===== src/rtl/trig_csr_pkg.sv =====
package trig_csr_pkg;
  localparam int XLEN = 32;

  typedef enum logic [2:0] {
    A_SEL  = 3'd0,
    A_CTRL = 3'd1,
    A_CMP  = 3'd2,
    A_AUX  = 3'd3,
    A_CAP  = 3'd4
  } csr_addr_e;

  localparam logic [3:0] KIND_MATCH  = 4'd2;
  localparam logic [3:0] KIND_MATCHX = 4'd6;

  localparam logic [XLEN-1:0] CAP_WORD   = (32'd1 << KIND_MATCH) | (32'd1 << KIND_MATCHX);
  localparam logic [XLEN-1:0] KEEP_MATCH = 32'h0003_005F;
  localparam logic [XLEN-1:0] KEEP_MATCHX = 32'h0180_005F;
  localparam logic [XLEN-1:0] RESET_CTRL = {KIND_MATCH, 28'd0};

  function automatic logic size_code_ok(input logic [3:0] code);
    return (code <= 4'd3) || (code == 4'd5);
  endfunction
endpackage


===== src/rtl/trig_ctrl_sanitize.sv =====
module trig_ctrl_sanitize
  import trig_csr_pkg::*;
(
  input  logic [XLEN-1:0] raw,
  output logic            legal,
  output logic [XLEN-1:0] clean
);
  logic [3:0] kind;
  logic [3:0] size_code;

  assign kind      = raw[31:28];
  assign size_code = raw[19:16];

  always_comb begin
    legal = 1'b0;
    clean = '0;
    case (kind)
      KIND_MATCH: begin
        legal = 1'b1;
        clean = {KIND_MATCH, 28'd0} | (raw & KEEP_MATCH);
      end
      KIND_MATCHX: begin
        legal = 1'b1;
        clean = {KIND_MATCHX, 28'd0} | (raw & KEEP_MATCHX);
        if (size_code_ok(size_code)) begin
          clean[19:16] = size_code;
        end
      end
      default: begin
        legal = 1'b0;
      end
    endcase
  end
endmodule


===== src/rtl/trig_slot.sv =====
module trig_slot
  import trig_csr_pkg::*;
(
  input  logic            clk,
  input  logic            rst,
  input  logic            ctrl_we,
  input  logic            cmp_we,
  input  logic [XLEN-1:0] ctrl_d,
  input  logic [XLEN-1:0] cmp_d,
  output logic [XLEN-1:0] ctrl_q,
  output logic [XLEN-1:0] cmp_q
);
  always_ff @(posedge clk) begin
    if (rst) begin
      ctrl_q <= RESET_CTRL;
      cmp_q  <= '0;
    end else begin
      if (ctrl_we) ctrl_q <= ctrl_d;
      if (cmp_we)  cmp_q  <= cmp_d;
    end
  end
endmodule


===== src/rtl/trig_csr_bank.sv =====
module trig_csr_bank
  import trig_csr_pkg::*;
#(
  parameter int NUM_TRIG = 4
) (
  input  logic                     clk,
  input  logic                     rst,
  input  logic                     csr_wr,
  input  logic                     csr_rd,
  input  logic [2:0]               csr_addr,
  input  logic [XLEN-1:0]          csr_wdata,
  output logic [XLEN-1:0]          csr_rdata,
  output logic [NUM_TRIG*XLEN-1:0] trig_ctrl,
  output logic [NUM_TRIG*XLEN-1:0] trig_cmp
);
  localparam int SEL_W = (NUM_TRIG > 1) ? $clog2(NUM_TRIG) : 1;

  logic [SEL_W-1:0] sel_q;
  logic [XLEN-1:0]  ctrl_w [NUM_TRIG];
  logic [XLEN-1:0]  cmp_w  [NUM_TRIG];
  logic             ctrl_legal;
  logic [XLEN-1:0]  ctrl_clean;
  logic             wr_sel, wr_ctrl, wr_cmp;
  logic [3:0]       cur_kind;
  logic             cur_kind_ok;

  assign wr_sel  = csr_wr && (csr_addr == A_SEL);
  assign wr_ctrl = csr_wr && (csr_addr == A_CTRL) && ctrl_legal;
  assign cur_kind    = ctrl_w[sel_q][31:28];
  assign cur_kind_ok = (cur_kind == KIND_MATCH) || (cur_kind == KIND_MATCHX);
  assign wr_cmp  = csr_wr && (csr_addr == A_CMP) && cur_kind_ok;

  trig_ctrl_sanitize i_sanitize (
    .raw   (csr_wdata),
    .legal (ctrl_legal),
    .clean (ctrl_clean)
  );

  always_ff @(posedge clk) begin
    if (rst) begin
      sel_q <= '0;
    end else if (wr_sel && (csr_wdata < XLEN'(NUM_TRIG))) begin
      sel_q <= csr_wdata[SEL_W-1:0];
    end
  end

  for (genvar g = 0; g < NUM_TRIG; g++) begin : g_slot
    logic hit;
    assign hit = (sel_q == SEL_W'(g));

    trig_slot i_slot (
      .clk     (clk),
      .rst     (rst),
      .ctrl_we (wr_ctrl && hit),
      .cmp_we  (wr_cmp && hit),
      .ctrl_d  (ctrl_clean),
      .cmp_d   (csr_wdata),
      .ctrl_q  (ctrl_w[g]),
      .cmp_q   (cmp_w[g])
    );

    assign trig_ctrl[g*XLEN +: XLEN] = ctrl_w[g];
    assign trig_cmp[g*XLEN +: XLEN]  = cmp_w[g];
  end

  always_ff @(posedge clk) begin
    if (rst) begin
      csr_rdata <= '0;
    end else if (csr_rd) begin
      case (csr_addr)
        A_SEL:   csr_rdata <= XLEN'(sel_q);
        A_CTRL:  csr_rdata <= ctrl_w[sel_q];
        A_CMP:   csr_rdata <= cmp_w[sel_q];
        A_AUX:   csr_rdata <= '0;
        A_CAP:   csr_rdata <= CAP_WORD;
        default: csr_rdata <= '0;
      endcase
    end
  end
endmodule


===== config.mk =====
export PLATFORM = sky130hd
export DESIGN_NAME = trig_csr_bank
export DESIGN_NICKNAME = d
export VERILOG_FILES = /design/src/rtl/trig_csr_pkg.sv /design/src/rtl/trig_ctrl_sanitize.sv /design/src/rtl/trig_slot.sv /design/src/rtl/trig_csr_bank.sv
export SDC_FILE = /design/constraint.sdc
export NUM_CORES = 1
export LEC_CHECK = 0
export BUFFER_PORTS_ARGS = -buffer_cell sky130_fd_sc_hd__buf_2
export CORE_MARGIN = 2
export CORE_UTILIZATION = 54
export CTS_CLUSTER_SIZE = 25
export DETAILED_ROUTE_END_ITERATION = 10
export PLACE_DENSITY = 0.85
export SYNTH_ARGS = -nofsm -noshare
export SYNTH_HDL_FRONTEND = slang
export SYNTH_SLANG_ARGS = --single-unit

===== constraint.sdc =====
create_clock -name clk -period 3.6 [get_ports clk]
set_input_delay 0.36 -clock clk [delete_from_list [all_inputs] [get_ports clk]]
set_output_delay 0.36 -clock clk [all_outputs]
set_load 0.05 [all_outputs]

==> Yosys cells after proc, flatten, opt, wreduce, memory -nomap -nowiden <==
Cells that the tools add are included.
{ "op_classes": {"bitwise": 1, "n_lt_le_gt_ge": 3, "reduce_logical": 19, "n_eq_ne": 11, "muxes": 10} }
{ "op_table": {"columns": ["cell", "n"], "rows": [
  ["$bmux 32 s2", 2],
  ["$mux 32", 4],
  ["$pmux 32 s4", 1],
  ["$pmux 31 s2", 1],
  ["$lt 32x3->1 const B", 1],
  ["$logic_and 1x1->1", 14],
  ["$eq 4x3->1 const B", 3],
  ["$eq 4x2->1 const B", 2],
  ["$eq 2x2->1 const B", 2],
  ["$le 4x2->1 const B", 1],
  ["$mux 4", 1],
  ["$eq 3x1->1 const B", 1],
  ["$eq 3x2->1 const B", 1],
  ["$eq 3x3->1 const B", 1],
  ["$ge 3x3->1 const B", 1],
  ["$logic_not 3->1", 1],
  ["$not 2->3", 1],
  ["$eq 2x1->1 const B", 1],
  ["$logic_not 2->1", 1],
  ["$logic_or 1x1->1", 2],
  ["$reduce_or 2->1", 1],
  ["$mux 1", 1]
]} }
{ "totals": {"out_inout_bits": 288, "in_bits": 39, "word_cells": 54, "reg_bits": 290} }

==> Depth between registers and ports, before layout <==
Gate-level depths: netlist (run 1).
{ "logic_depth": {"ltp_word": 8, "depth_mapped": 7, "mapped_depth_nobuf": 4} }

==> Hierarchy <==
Synthesis (run 1) repeated with hierarchy kept, for this count alone.
{ "unflattened": {"hier_cells": 1146, "area_unflattened_um2": 12861.1} }
{ "modules_own_cells": {"columns": ["module", "n_inst", "seq_area_each_um2", "area_each_um2", "cells_each"], "rows": [
  ["trig_slot", 4, 1281.2, 2341.0, 207],
  ["trig_csr_bank", 1, 680.7, 3198.1, 279],
  ["trig_ctrl_sanitize", 1, 0.0, 299.0, 39]
]} }

==> Least setup slack after synthesis (run 1) <==
Ideal clock, no wire load.
{ "synth_timing": {"path_kind": "reg2reg", "start": "register g_slot[3].i_slot.ctrl_q[29]", "end": "register g_slot[3].i_slot.cmp_q[30]", "path_slack_ps": 1827, "path_stages_with_launch": 7, "t_required_ps": 3468, "path_buffers": 2, "setup_time_ps": 132, "t_arrival_ps": 1641, "synth_period_minus_slack_ps": 1773, "cell_sequence": "dfxtp_1 mux4_2 and4_1 buf_2 buf_6 nand2_1 a21oi_1"} }
{ "synth_via": {"elab_chain_cells": 7, "elab_cells_between_ends": 8, "cone_classes": "2 x eq/ne; 3 x mux; 3 x reduce/logical"} }
{ "synth_lines": {"columns": ["item", "line_no", "source"], "rows": [
  ["start: declaration", "trig_slot.sv:10", "output logic [XLEN-1:0] ctrl_q,"],
  ["start signal: assignment", "trig_slot.sv:18", "if (ctrl_we) ctrl_q <= ctrl_d;"],
  ["$bmux 32 s2 (*)", "trig_csr_bank.sv:29", "assign cur_kind = ctrl_w[sel_q][31:28];"],
  ["$mux 32 (not written as such) (*) (2 in series)", "trig_csr_bank.sv:29", null],
  ["$eq 4x2->1 or $eq 4x3->1 (tied branches)", "trig_csr_bank.sv:30", "assign cur_kind_ok = (cur_kind == KIND_MATCH) || (cur_kind == KIND_MATCHX);"],
  ["$logic_or 1x1->1 (*)", "trig_csr_bank.sv:30", null],
  ["$logic_and 1x1->1 (*)", "trig_csr_bank.sv:31", "assign wr_cmp = csr_wr && (csr_addr == A_CMP) && cur_kind_ok;"],
  ["$logic_and 1x1->1 (*)", "trig_csr_bank.sv:55", ".cmp_we (wr_cmp && hit),"],
  ["end signal: assignment", "trig_slot.sv:19", "if (cmp_we) cmp_q <= cmp_d;"],
  ["end: declaration", "trig_slot.sv:11", "output logic [XLEN-1:0] cmp_q"]
]} }
Mark *: on every way between the ends. The rest lies on a longest branch, timed or not. The select of a mux whose other input is x is not followed.
A chain may end at the register's enable or synchronous reset.

==> Worst setup path after layout (run 1) <==
{ "layout_timing": {"start": "register sel_q[1]", "end": "register g_slot[0].i_slot.cmp_q[23]"} }
{ "layout_via": {"elab_chain_cells": 8, "elab_cells_between_ends": 10, "cone_classes": "2 x eq/ne; 3 x mux; 1 x bitwise; 4 x reduce/logical"} }
{ "layout_lines": {"columns": ["item", "line_no", "source"], "rows": [
  ["start: declaration", "trig_csr_bank.sv:18", "logic [SEL_W-1:0] sel_q;"],
  ["start signal: assignment", "trig_csr_bank.sv:43", "sel_q <= csr_wdata[SEL_W-1:0];"],
  ["$not 2->3 (not written as such)", "trig_csr_bank.sv:29", null],
  ["$bmux 32 s2", "trig_csr_bank.sv:29", null],
  ["$mux 32 (not written as such) (2 in series)", "trig_csr_bank.sv:29", null],
  ["$eq 4x2->1 or $eq 4x3->1 (tied branches)", "trig_csr_bank.sv:30", null],
  ["$logic_or 1x1->1", "trig_csr_bank.sv:30", null],
  ["$logic_and 1x1->1", "trig_csr_bank.sv:31", null],
  ["$logic_and 1x1->1 (*)", "trig_csr_bank.sv:55", null],
  ["end signal: assignment", "trig_slot.sv:19", null],
  ["end: declaration", "trig_slot.sv:11", null]
]} }
Marks and branches as above.

==> flow_summary.json, run 1 <==
{
  "multiInputGateArea_um2": 4490,
  "cts-root-buf": "clkbuf_16",
  "r2r_start": "sel_q[1]",
  "grt_start_max_net_pins": 148,
  "layout-drive-gt1-share_pct": 28.5,
  "rsz0062_at_grt": "no",
  "hp-start": "csr_wdata[9]",
  "crit_fanout": 35,
  "dp.cells": 1475,
  "worstSetupPathType": "reg -> reg",
  "ios": 327,
  "finalSetupTns_ns": 0,
  "synth_edf_count": 0,
  "hold_end": "g_slot[2].i_slot.cmp_q[9]",
  "ir_drop_v": 0.000367,
  "totalWireLength_um": 29000,
  "regArea_um2": 4370,
  "hold_buffers": 0,
  "clock_sinks": 218,
  "synthFlopType": "dfxtp_1",
  "hpwl_um": 19900,
  "overflow": 0,
  "switchingPower_mw": 1.31,
  "p_sw_share_pct": 25.1,
  "ant_nets": 0,
  "synth-xor-area-share_pct": 0,
  "route.vias.total": 8473,
  "hold_path_class": "in -> reg",
  "worst-endpoint-arrival_ns": 3.04,
  "setup.worst_path.end_class": "flip-flop",
  "fmax_mhz": 369,
  "syn_inst": 1065,
  "max_slew.worst_pin.slew_ns": 1.07,
  "viasPerCell": 5.59,
  "r2r_cells": 4,
  "synth_cell_types": 42,
  "combinationalPowerShare_pct": 7.5,
  "clk_path_buf_depth": 3,
  "initial_core_util_pct": 55.1,
  "critPathSlowestCell": "dfxtp_2",
  "crit_buf_inv": 0,
  "place_congestion": 0.828,
  "areaGrowthSynthToFinish_pct": 18.8,
  "hold_depth": 3,
  "relSlewSlack_pct": 28.6,
  "cp-start-kind": "flip-flop",
  "antenna_found_initial": 0,
  "wl_per_cell_um": 19.1,
  "intPower_mw": 3.89,
  "nNetsFinal": 1314,
  "period_share_pct": 75.4,
  "setup_viol": 0,
  "crit_chain": "mux4_2, nand3_2, nand2_1, a21oi_1",
  "layout_common_cells": "nand2_1 (292), buf_2 (253), dfxtp_1 (216)",
  "hold_viol": 0,
  "synth_fa_ha_area_share_pct": 0,
  "synth_top_area_share_pct": 45.8,
  "ys_seq_area_share_pct": 45.8,
  "cp_top_family": "simple AND/OR/NAND/NOR gates",
  "cts_tree": "done",
  "fillers": 1398,
  "ys_ff_latch": 218,
  "p_leak_nw": 5.04,
  "netlist_area_um2": 9540,
  "antenna_cells": 0,
  "core_area_um2": 17300,
  "outcome": "completed",
  "cts_setup_buffers": 0,
  "drc": 0,
  "synth-simple-area-share_pct": 18.0,
  "clk_latency_ns": 0.50,
  "first_pass_iters": 5,
  "whs_ns": 0.139,
  "required_ns": 3.93,
  "cts.htree.levels": 1,
  "dieArea_um2": 18700,
  "r2r_slack_ns": 0.89,
  "die_x_um": 137,
  "min_period_ns": 2.71,
  "layout.cells.most_common": "nand2_1",
  "drv_slew": 0,
  "row_count": 48,
  "clock_skew_ns": 0.00769,
  "drt_iter0_markers": 700,
  "synth-compound-area-share_pct": 11.1,
  "muxShareOfSynthArea_pct": 14.9,
  "p_per_area_nw_per_um2": 459,
  "grt_first_pass_wirelength_um": 43100,
  "synthTopCellsByArea": "dfxtp_1 (46%), nand2_1 (11%), mux4_2 (11%)",
  "clk_pin_slew_ns": 0.06,
  "maxCapViolations": 0,
  "portBuffers": 254,
  "grt_pass1_vias": 7826,
  "synth_top_family_by_area": "simple AND/OR/NAND/NOR gates",
  "yosys.area.top_type": "dfxtp_1",
  "yosys_warnings": 0,
  "avgSynthCellArea_um2": 8.95,
  "numCtsBuffers": 23,
  "grt_usage_pct": 29.7,
  "p_seq_share_pct": 46.7,
  "total_power_mw": 5.20,
  "synthArstFlopShare_pct": 0,
  "fin_cells": 1515,
  "reg2reg_to": "g_slot[0].i_slot.cmp_q[23]",
  "die_h_um": 137,
  "clkPwrFrac_pct": 45.8,
  "max_stage_delay_ns": 0.94,
  "cts_resized": 0
}
==> synth_stat cells (2+ instances only) <==
master and count:
or3b_2 3, a22oi_1 28, nand3_2 2, and3b_1 3
dfxtp_1 218, and4bb_2 2, nor4_1 10, buf_2 36
nor2b_1 2, inv_1 3, or3_1 2, and3_1 9
nand2b_1 6, nor2_1 58, a21oi_1 158, mux4_2 45
nand4_1 2, nor3b_1 2, nand2_1 292, buf_4 76
clkbuf_1 41, nand3_1 5, mux2i_1 40, buf_6 4
==> worst register-to-register path: stages (launching register included) <==
cell     delay [ns]
dfxtp_2        0.94
mux4_2         0.51
nand3_2        0.69
nand2_1        0.31
a21oi_1        0.11
==> metrics by stage <==
step                      area, µm²  worst slack (ns)  util (%)
after CTS                     11300             0.915      65.5
after detailed placement      10600             0.947      61.2
after global routing          11300             0.727      65.5
after global placement        10600              1.08      61.2
after floorplan                9800              1.83         -
final                         11300             0.887      65.5
==> kinds of logic after synthesis <==
group / after synthesis
other: 1
buffers and inverters: 161
and+or+nand+nor: 406
AOI/OAI and AO/OA: 193
DFF: 218
muxes: 86
==> per-layer routing <==
| layer | vias up | global-route usage (%) | share of wire [%] |
|---|---|---|---|
| li1 | 3908 | - | - |
| met1 | 3968 | 37.7 | 38 |
| met2 | 523 | 49.2 | 48 |
| met3 | 74 | 6.96 | 11 |
| met4 | 0 | 11.6 | 3.4 |
| met5 | - | 0 | 0 |
==> sequential cells by signal (all words and copies together), names as in the netlist <==
register / cells
g_slot.i_slot.cmp_q: 128
g_slot.i_slot.ctrl_q: 56
csr_rdata: 32
sel_q: 2
==> worst max path at each step <==
stage | start | to | slack [ns] | depth (start not counted)
6_report | sel_q[1] | g_slot[0].i_slot.cmp_q[23] | 0.89 | 4
5_1_grt | sel_q[1] | g_slot[0].i_slot.cmp_q[23] | 0.73 | 4
4_1_cts | sel_q[1] | g_slot[0].i_slot.cmp_q[23] | 0.92 | 4
3_5_place_dp | sel_q[1] | g_slot[0].i_slot.cmp_q[6] | 0.95 | 4
3_3_place_gp | sel_q[1] | g_slot[0].i_slot.cmp_q[4] | 1.08 | 4
2_1_floorplan | g_slot[3].i_slot.ctrl_q[29] | g_slot[3].i_slot.cmp_q[30] | 1.83 | 6
==> power groups by stage <==
stage	Sequential, mW	Clock (mW)	Combinational, mW
6_report	2.43	2.38	0.390
3_5_place_dp	2.48	0	0.385
5_1_grt	2.43	2.49	0.410
4_1_cts	2.43	2.39	0.385
2_1_floorplan	2.52	0	0.319
3_3_place_gp	2.48	0	0.383
==> area by class of cell <==
type | instances | area share [%]
flip-flops and latches | 218 | 38.6
well taps | 225 | 2.48
clock inverters | 8 | 0.806
clock buffers | 32 | 5.82
multi-input cells | 757 | 39.7
repair buffers | 272 | 12.6
inverters | 3 | 0.0994
No activity file was read; power rests on OpenSTA's default activity.
==> run 2, diff against run 1 <==
--- a/config.mk
+++ b/config.mk
@@ -5,12 +5,13 @@
 export SDC_FILE = /design/constraint.sdc
 export NUM_CORES = 1
 export LEC_CHECK = 0
+export ABC_AREA = 1
 export BUFFER_PORTS_ARGS = -buffer_cell sky130_fd_sc_hd__buf_2
 export CORE_MARGIN = 2
-export CORE_UTILIZATION = 54
+export CORE_UTILIZATION = 46
 export CTS_CLUSTER_SIZE = 25
 export DETAILED_ROUTE_END_ITERATION = 10
-export PLACE_DENSITY = 0.85
+export PLACE_DENSITY = 0.76
 export SYNTH_ARGS = -nofsm -noshare
 export SYNTH_HDL_FRONTEND = slang
 export SYNTH_SLANG_ARGS = --single-unit
==> constraint.sdc (replaced) <==
create_clock -name clk -period 2.46 [get_ports clk]
set_input_delay 0.246 -clock clk [delete_from_list [all_inputs] [get_ports clk]]
set_output_delay 0.246 -clock clk [all_outputs]
set_load 0.05 [all_outputs]
==> run 2 against run 1 <==
Against the previous run: critical endpoint is now g_slot[1].i_slot.cmp_q[6]; largest power group is now the clock network; die area increased by 25%; critical path depth increased by 5; synthesized cell count increased by 46%; worst setup slack got worse by 0.47 ns; clock power increased by 63%; sequential power increased by 47%; combinational power increased by 70%.
==> flow_summary.json, run 2 <==
{
  "clk_pin_slew_ns": 0.06,
  "outcome": "completed",
  "reg2reg_to": "g_slot[1].i_slot.cmp_q[6]",
  "row_count": 54,
  "wl_per_cell_um": 16.0,
  "r2r_start": "sel_q[1]",
  "die_h_um": 153,
  "hold_end": "g_slot[3].i_slot.cmp_q[3]",
  "max_stage_delay_ns": 0.55,
  "cts_setup_buffers": 0,
  "fin_cells": 2077,
  "overflow": 0,
  "r2r_cells": 9,
  "period_share_pct": 82.9,
  "hold_depth": 3,
  "grt_first_pass_wirelength_um": 51500,
  "totalWireLength_um": 33200,
  "avgSynthCellArea_um2": 6.59,
  "antenna_found_initial": 3,
  "clk_path_buf_depth": 3,
  "numCtsBuffers": 24,
  "critPathSlowestCell": "dfxtp_1",
  "rsz0062_at_grt": "no",
  "worst-endpoint-arrival_ns": 2.45,
  "die_x_um": 153,
  "synth_cell_types": 30,
  "crit_fanout": 36,
  "core_area_um2": 21800,
  "synth_top_area_share_pct": 42.7,
  "hold_path_class": "in -> reg",
  "fillers": 2101,
  "initial_core_util_pct": 46.9,
  "intPower_mw": 6.05,
  "synth_commonest_cells": "nand2_1 (451), nor2_1 (303), dfxtp_1 (218)",
  "p_leak_nw": 6.82,
  "synthTopCellsByArea": "dfxtp_1 (43%), nand2_1 (17%), nor2_1 (11%)",
  "dp.cells": 2032,
  "synth_edf_count": 0,
  "p_sw_share_pct": 25.3,
  "drt_iter0_markers": 768,
  "maxCapViolations": 0,
  "worstSetupPathType": "reg -> reg",
  "ant_nets": 0,
  "combinationalPowerShare_pct": 8.2,
  "min_period_ns": 2.04,
  "areaGrowthSynthToFinish_pct": 21.2,
  "clkPwrFrac_pct": 47.8,
  "portBuffers": 254,
  "ys_ff_latch": 218,
  "hold_buffers": 0,
  "grt_usage_pct": 27.2,
  "setup_viol": 0,
  "clock_skew_ns": 0.0177,
  "cts_resized": 0,
  "clk_latency_ns": 0.52,
  "grt_start_max_net_pins": 55,
  "viasPerCell": 5.04,
  "grt_pass1_vias": 9552,
  "clock_sinks": 218,
  "ir_drop_v": 0.000586,
  "first_pass_iters": 5,
  "hold_viol": 0,
  "yosys.area.top_type": "dfxtp_1",
  "synthFlopType": "dfxtp_1",
  "layout.cells.most_common": "nand2_1",
  "syn_inst": 1552,
  "ios": 327,
  "drc": 0,
  "fmax_mhz": 490,
  "finalSetupTns_ns": 0,
  "ys_seq_area_share_pct": 42.7,
  "place_ws_ns": 0.432,
  "hp-start": "csr_wdata[3]",
  "largestRegisters": "g_slot.i_slot.cmp_q (128), g_slot.i_slot.ctrl_q (56), csr_rdata (32)",
  "multiInputGateArea_um2": 4580,
  "cts_tree": "done",
  "relSlewSlack_pct": 30.2,
  "regArea_um2": 4360,
  "largest_register": "g_slot.i_slot.cmp_q",
  "layout-drive-gt1-share_pct": 19.5,
  "route.vias.total": 10500,
  "place_congestion": 0.864,
  "p_seq_share_pct": 44.1,
  "p_per_area_nw_per_um2": 653,
  "drv_slew": 0,
  "fin_ws_ns": 0.420,
  "layout_common_cells": "nand2_1 (451), nor2_1 (302), buf_2 (254)",
  "switchingPower_mw": 2.05,
  "setup.worst_path.end_class": "flip-flop",
  "crit_chain": "inv_2, nand2_4, buf_12, inv_2, nand3_4, buf_4, nand2_1, nand2_1, nor2_1",
  "largest_reg_flops": 128,
  "netlist_area_um2": 10200,
  "cts.htree.levels": 1,
  "required_ns": 2.87,
  "yosysMostFrequentCell": "nand2_1",
  "hpwl_um": 23300,
  "cts-root-buf": "clkbuf_16",
  "max_slew.worst_pin.slew_ns": 1.04,
  "dieArea_um2": 23500,
  "nNetsFinal": 1817,
  "cp-start-kind": "flip-flop",
  "synthArstFlopShare_pct": 0,
  "yosys_warnings": 0,
  "r2r_slack_ns": 0.42
}
-- run 2: per-layer routing --
metal	vias to the layer above	wire (µm)	part of all wire (%)	global-route usage (%)
li1	5091	-	-	-
met1	4782	13500	41	35.7
met2	519	15000	45	44.2
met3	84	3440	10	6.04
met4	2	1210	3.6	9.66
met5	-	7	0.021	0
-- run 2: power groups by stage --
stage          Sequential [mW]  Combinational (mW)  Clock (mW)
6_report                  3.57               0.662        3.87
5_1_grt                   3.57               0.698        4.05
4_1_cts                   3.57               0.657        3.91
3_5_place_dp              3.65               0.655           0
3_3_place_gp              3.65               0.651           0
2_1_floorplan             3.73               0.490           0
-- run 2: how the worst max path moves through the flow --
| stage | startpoint | to | slack, ns | cells after the start |
|---|---|---|---|---|
| 6_report | sel_q[1] | g_slot[1].i_slot.cmp_q[6] | 0.42 | 9 |
| 5_1_grt | sel_q[1] | g_slot[0].i_slot.ctrl_q[23] | 0.26 | 6 |
| 4_1_cts | sel_q[1] | g_slot[1].i_slot.cmp_q[6] | 0.43 | 9 |
| 3_5_place_dp | sel_q[1] | g_slot[2].i_slot.ctrl_q[24] | 0.43 | 6 |
| 3_3_place_gp | csr_addr[2] | g_slot[0].i_slot.cmp_q[4] | 0.46 | 8 |
| 2_1_floorplan | g_slot[3].i_slot.ctrl_q[29] | g_slot[0].i_slot.cmp_q[0] | 0.87 | 8 |
-- run 2: logic make-up (layout without fill, tap and decap cells) --
family                 count (synthesis)  after routing  share of synthesized area [%]
AOI/OAI and AO/OA                    196            196                           10.6
buffers and inverters                325            498                           15.2
DFF                                  218            218                           42.7
other                                  1             73                         0.0366
and+or+nand+nor                      812            812                           31.5
-- run 2: critical path, delay by kind of cell, from the launching register on --
| family | cells | cell delay (ns) |
|---|---|---|
| flops | 1 | 0.55 |
| simple gates | 5 | 0.46 |
| buf+inv | 4 | 0.91 |
-- run 2: cell type report --
type                       count  share of cell area (%)
multi-input combinational   1080                    37.0
sequential                   218                    35.2
tap                          280                    2.83
clock buffer                  32                    5.58
timing repair buffer         282                    12.9
clock inverter                12                    1.32
antenna                        1                  0.0202
inverter                     172                    5.25
-- run 2: metrics by stage --
stage	area [µm²]	hold WS [ns]	total power [mW]	utilization, %
after CTS	12400	0.0108	8.13	56.8
after global placement	11500	0.446	4.30	52.9
after floorplan	10500	0.381	4.22	-
after global routing	12400	0.0436	8.32	56.8
after detailed placement	11500	0.454	4.30	52.9
final	12400	0.0259	8.10	56.8
==> run 3, diff against run 2 <==
==> constraint.sdc (replaced) <==
create_clock -name clk -period 1.87 [get_ports clk]
set_input_delay 0.187 -clock clk [delete_from_list [all_inputs] [get_ports clk]]
set_output_delay 0.187 -clock clk [all_outputs]
set_load 0.05 [all_outputs]
==> run 3 against run 2 <==
Against the previous run: routed wire length up 2.6%; sequential share of layout area decreased by 0.92 points; first-iteration DRC count up 6.3%; non-clock buffer count is 29 higher; cell count is 1.4% higher; worst setup slack lost 0.29 ns; total power increased by 31%; clock power up 29%; via count about the same; critical path type unchanged; critical path depth did not move; global-route usage increased by 0.51 points; die area stayed put.
==> flow_summary.json, run 3 (synthesis gave the netlist of run 2 again) <==
{
  "p_per_area_nw_per_um2": 833,
  "place_congestion": 0.918,
  "hold_path_class": "in -> reg",
  "r2r_cells": 9,
  "layout-drive-gt1-share_pct": 19.7,
  "grt_usage_pct": 27.7,
  "viasPerCell": 4.98,
  "cts.htree.levels": 1,
  "hold_depth": 3,
  "ir_drop_v": 0.000602,
  "max_stage_delay_ns": 0.44,
  "cts_tree": "done",
  "drv_slew": 0,
  "layout_common_cells": "nand2_1 (451), nor2_1 (302), buf_2 (254)",
  "fmax_mhz": 574,
  "crit_chain": "inv_2, nand2_4, buf_4, o22ai_1, o21ai_1, buf_4, nand3_1, nand2_1, inv_1",
  "first_pass_iters": 6,
  "nNetsFinal": 1846,
  "worstSetupPathType": "reg -> reg",
  "maxCapViolations": 0,
  "setup.worst_path.end_class": "flip-flop",
  "totalWireLength_um": 34000,
  "hp-start": "csr_wdata[19]",
  "worst-endpoint-arrival_ns": 2.16,
  "crit_fanout": 14,
  "r2r_slack_ns": 0.13,
  "largest_reg_flops": 128,
  "areaGrowthSynthToFinish_pct": 24.5,
  "ant_nets": 0,
  "route.vias.total": 10500,
  "hpwl_um": 23400,
  "final_core_util_pct": 58.4,
  "finalSetupTns_ns": 0,
  "grt_pass1_vias": 9640,
  "outcome": "completed",
  "p_seq_share_pct": 44.2,
  "design_area_um2": 12700,
  "rsz0062_at_grt": "no",
  "antenna_found_initial": 4,
  "wl_per_cell_um": 16.1,
  "overflow": 0,
  "clkPwrFrac_pct": 47.2,
  "max_slew.worst_pin.slew_ns": 0.986,
  "portBuffers": 254,
  "clock_sinks": 218,
  "place_area_um2": 11700,
  "drc": 0,
  "required_ns": 2.29,
  "clk_pin_slew_ns": 0.06,
  "layout.cells.most_common": "nand2_1",
  "numCtsBuffers": 24,
  "largest_register": "g_slot.i_slot.cmp_q",
  "min_period_ns": 1.74,
  "crit_top_cell": "buf_4",
  "p_sw_share_pct": 25.7,
  "hold_end": "g_slot[0].i_slot.cmp_q[19]",
  "clk_latency_ns": 0.52,
  "intPower_mw": 7.89,
  "die_h_um": 153,
  "relSlewSlack_pct": 34.0,
  "ios": 327,
  "period_share_pct": 93.1,
  "hold_viol": 0,
  "row_count": 54,
  "largestRegisters": "g_slot.i_slot.cmp_q (128), g_slot.i_slot.ctrl_q (56), csr_rdata (32)",
  "combinationalPowerShare_pct": 8.6,
  "clock_skew_ns": 0.0130,
  "critPathSlowestCell": "dfxtp_1",
  "p_leak_nw": 6.95,
  "reg2reg_to": "csr_rdata[18]",
  "clk_path_buf_depth": 3,
  "initial_core_util_pct": 46.9,
  "cp-start-kind": "flip-flop",
  "grt_first_pass_wirelength_um": 52400,
  "grt_start_max_net_pins": 65,
  "die_x_um": 153,
  "setup_viol": 0,
  "cts_setup_buffers": 0,
  "r2r_start": "sel_q[1]",
  "cts-root-buf": "clkbuf_16",
  "switchingPower_mw": 2.73,
  "drt_iter0_markers": 816,
  "core_area_um2": 21800,
  "dieArea_um2": 23500
}
==> run 3: worst max-delay path: cells and delay by family (launching register included) <==
| family | cells | cell delay (ns) |
|---|---|---|
| buffers and inverters | 4 | 0.61 |
| AO/OA/AOI/OAI | 2 | 0.34 |
| flip-flops | 1 | 0.44 |
| AND/OR/NAND/NOR | 3 | 0.25 |
==> run 3: worst max path at each step <==
| stage | start | end | slack (ns) | depth (start not counted) |
|---|---|---|---|---|
| after detailed placement | sel_q[1] | csr_rdata[18] | 0.05 | 9 |
| after floorplan | g_slot[3].i_slot.ctrl_q[29] | g_slot[0].i_slot.cmp_q[0] | 0.28 | 8 |
| after CTS | sel_q[1] | csr_rdata[18] | 0.04 | 9 |
| final | sel_q[1] | csr_rdata[18] | 0.13 | 9 |
| after global placement | sel_q[1] | csr_rdata[18] | 0.09 | 9 |
| after global routing | sel_q[1] | g_slot[2].i_slot.cmp_q[16] | 0.01 | 10 |
==> run 3: layout make-up <==
cell class | instances | area (µm²)
clock buffer | 33 | 706
antenna | 3 | 7.51
fill | 2039 | 9090
clock inverter | 10 | 136
inverter | 172 | 651
tap | 280 | 350
multi-input combinational | 1080 | 4580
timing repair buffer | 311 | 1940
sequential | 218 | 4370
==> run 3: routing by layer <==
metal  wire length, µm  vias to the layer above  GRT usage (%)
met2             15400                      547           44.8
met4              1140                        4           9.39
li1                  -                     5139              -
met1             13700                     4714           35.7
met3              3830                       79           7.77
met5                17                        -              0
==> run 3: through the flow <==
stage                     power, mW  hold slack, ns  instances  worst slack, ns
after global routing           10.9          0.0108       2105           0.0106
after detailed placement       5.66           0.455       2041           0.0500
after global placement         5.65           0.448       2041           0.0893
final                          10.6          0.0122       2107            0.129
after floorplan                5.55           0.322       1623            0.283
after CTS                      10.7         0.00111       2104           0.0376
==> run 3: what timing repair did <==
action,4_1_cts,5_1_grt
resized for setup,0,3
hold buffers,20,0
setup endpoints to repair,0,96
endpoints found under the hold margin,72,0
==> run 3: power groups by stage <==
| stage | logic, mW | registers, mW | clock network, mW |
|---|---|---|---|
| floorplan | 0.645 | 4.90 | 0 |
| global placement | 0.858 | 4.79 | 0 |
| detailed placement | 0.862 | 4.80 | 0 |
| CTS | 0.897 | 4.69 | 5.08 |
| global route | 0.955 | 4.69 | 5.28 |
| finish | 0.908 | 4.69 | 5.01 |
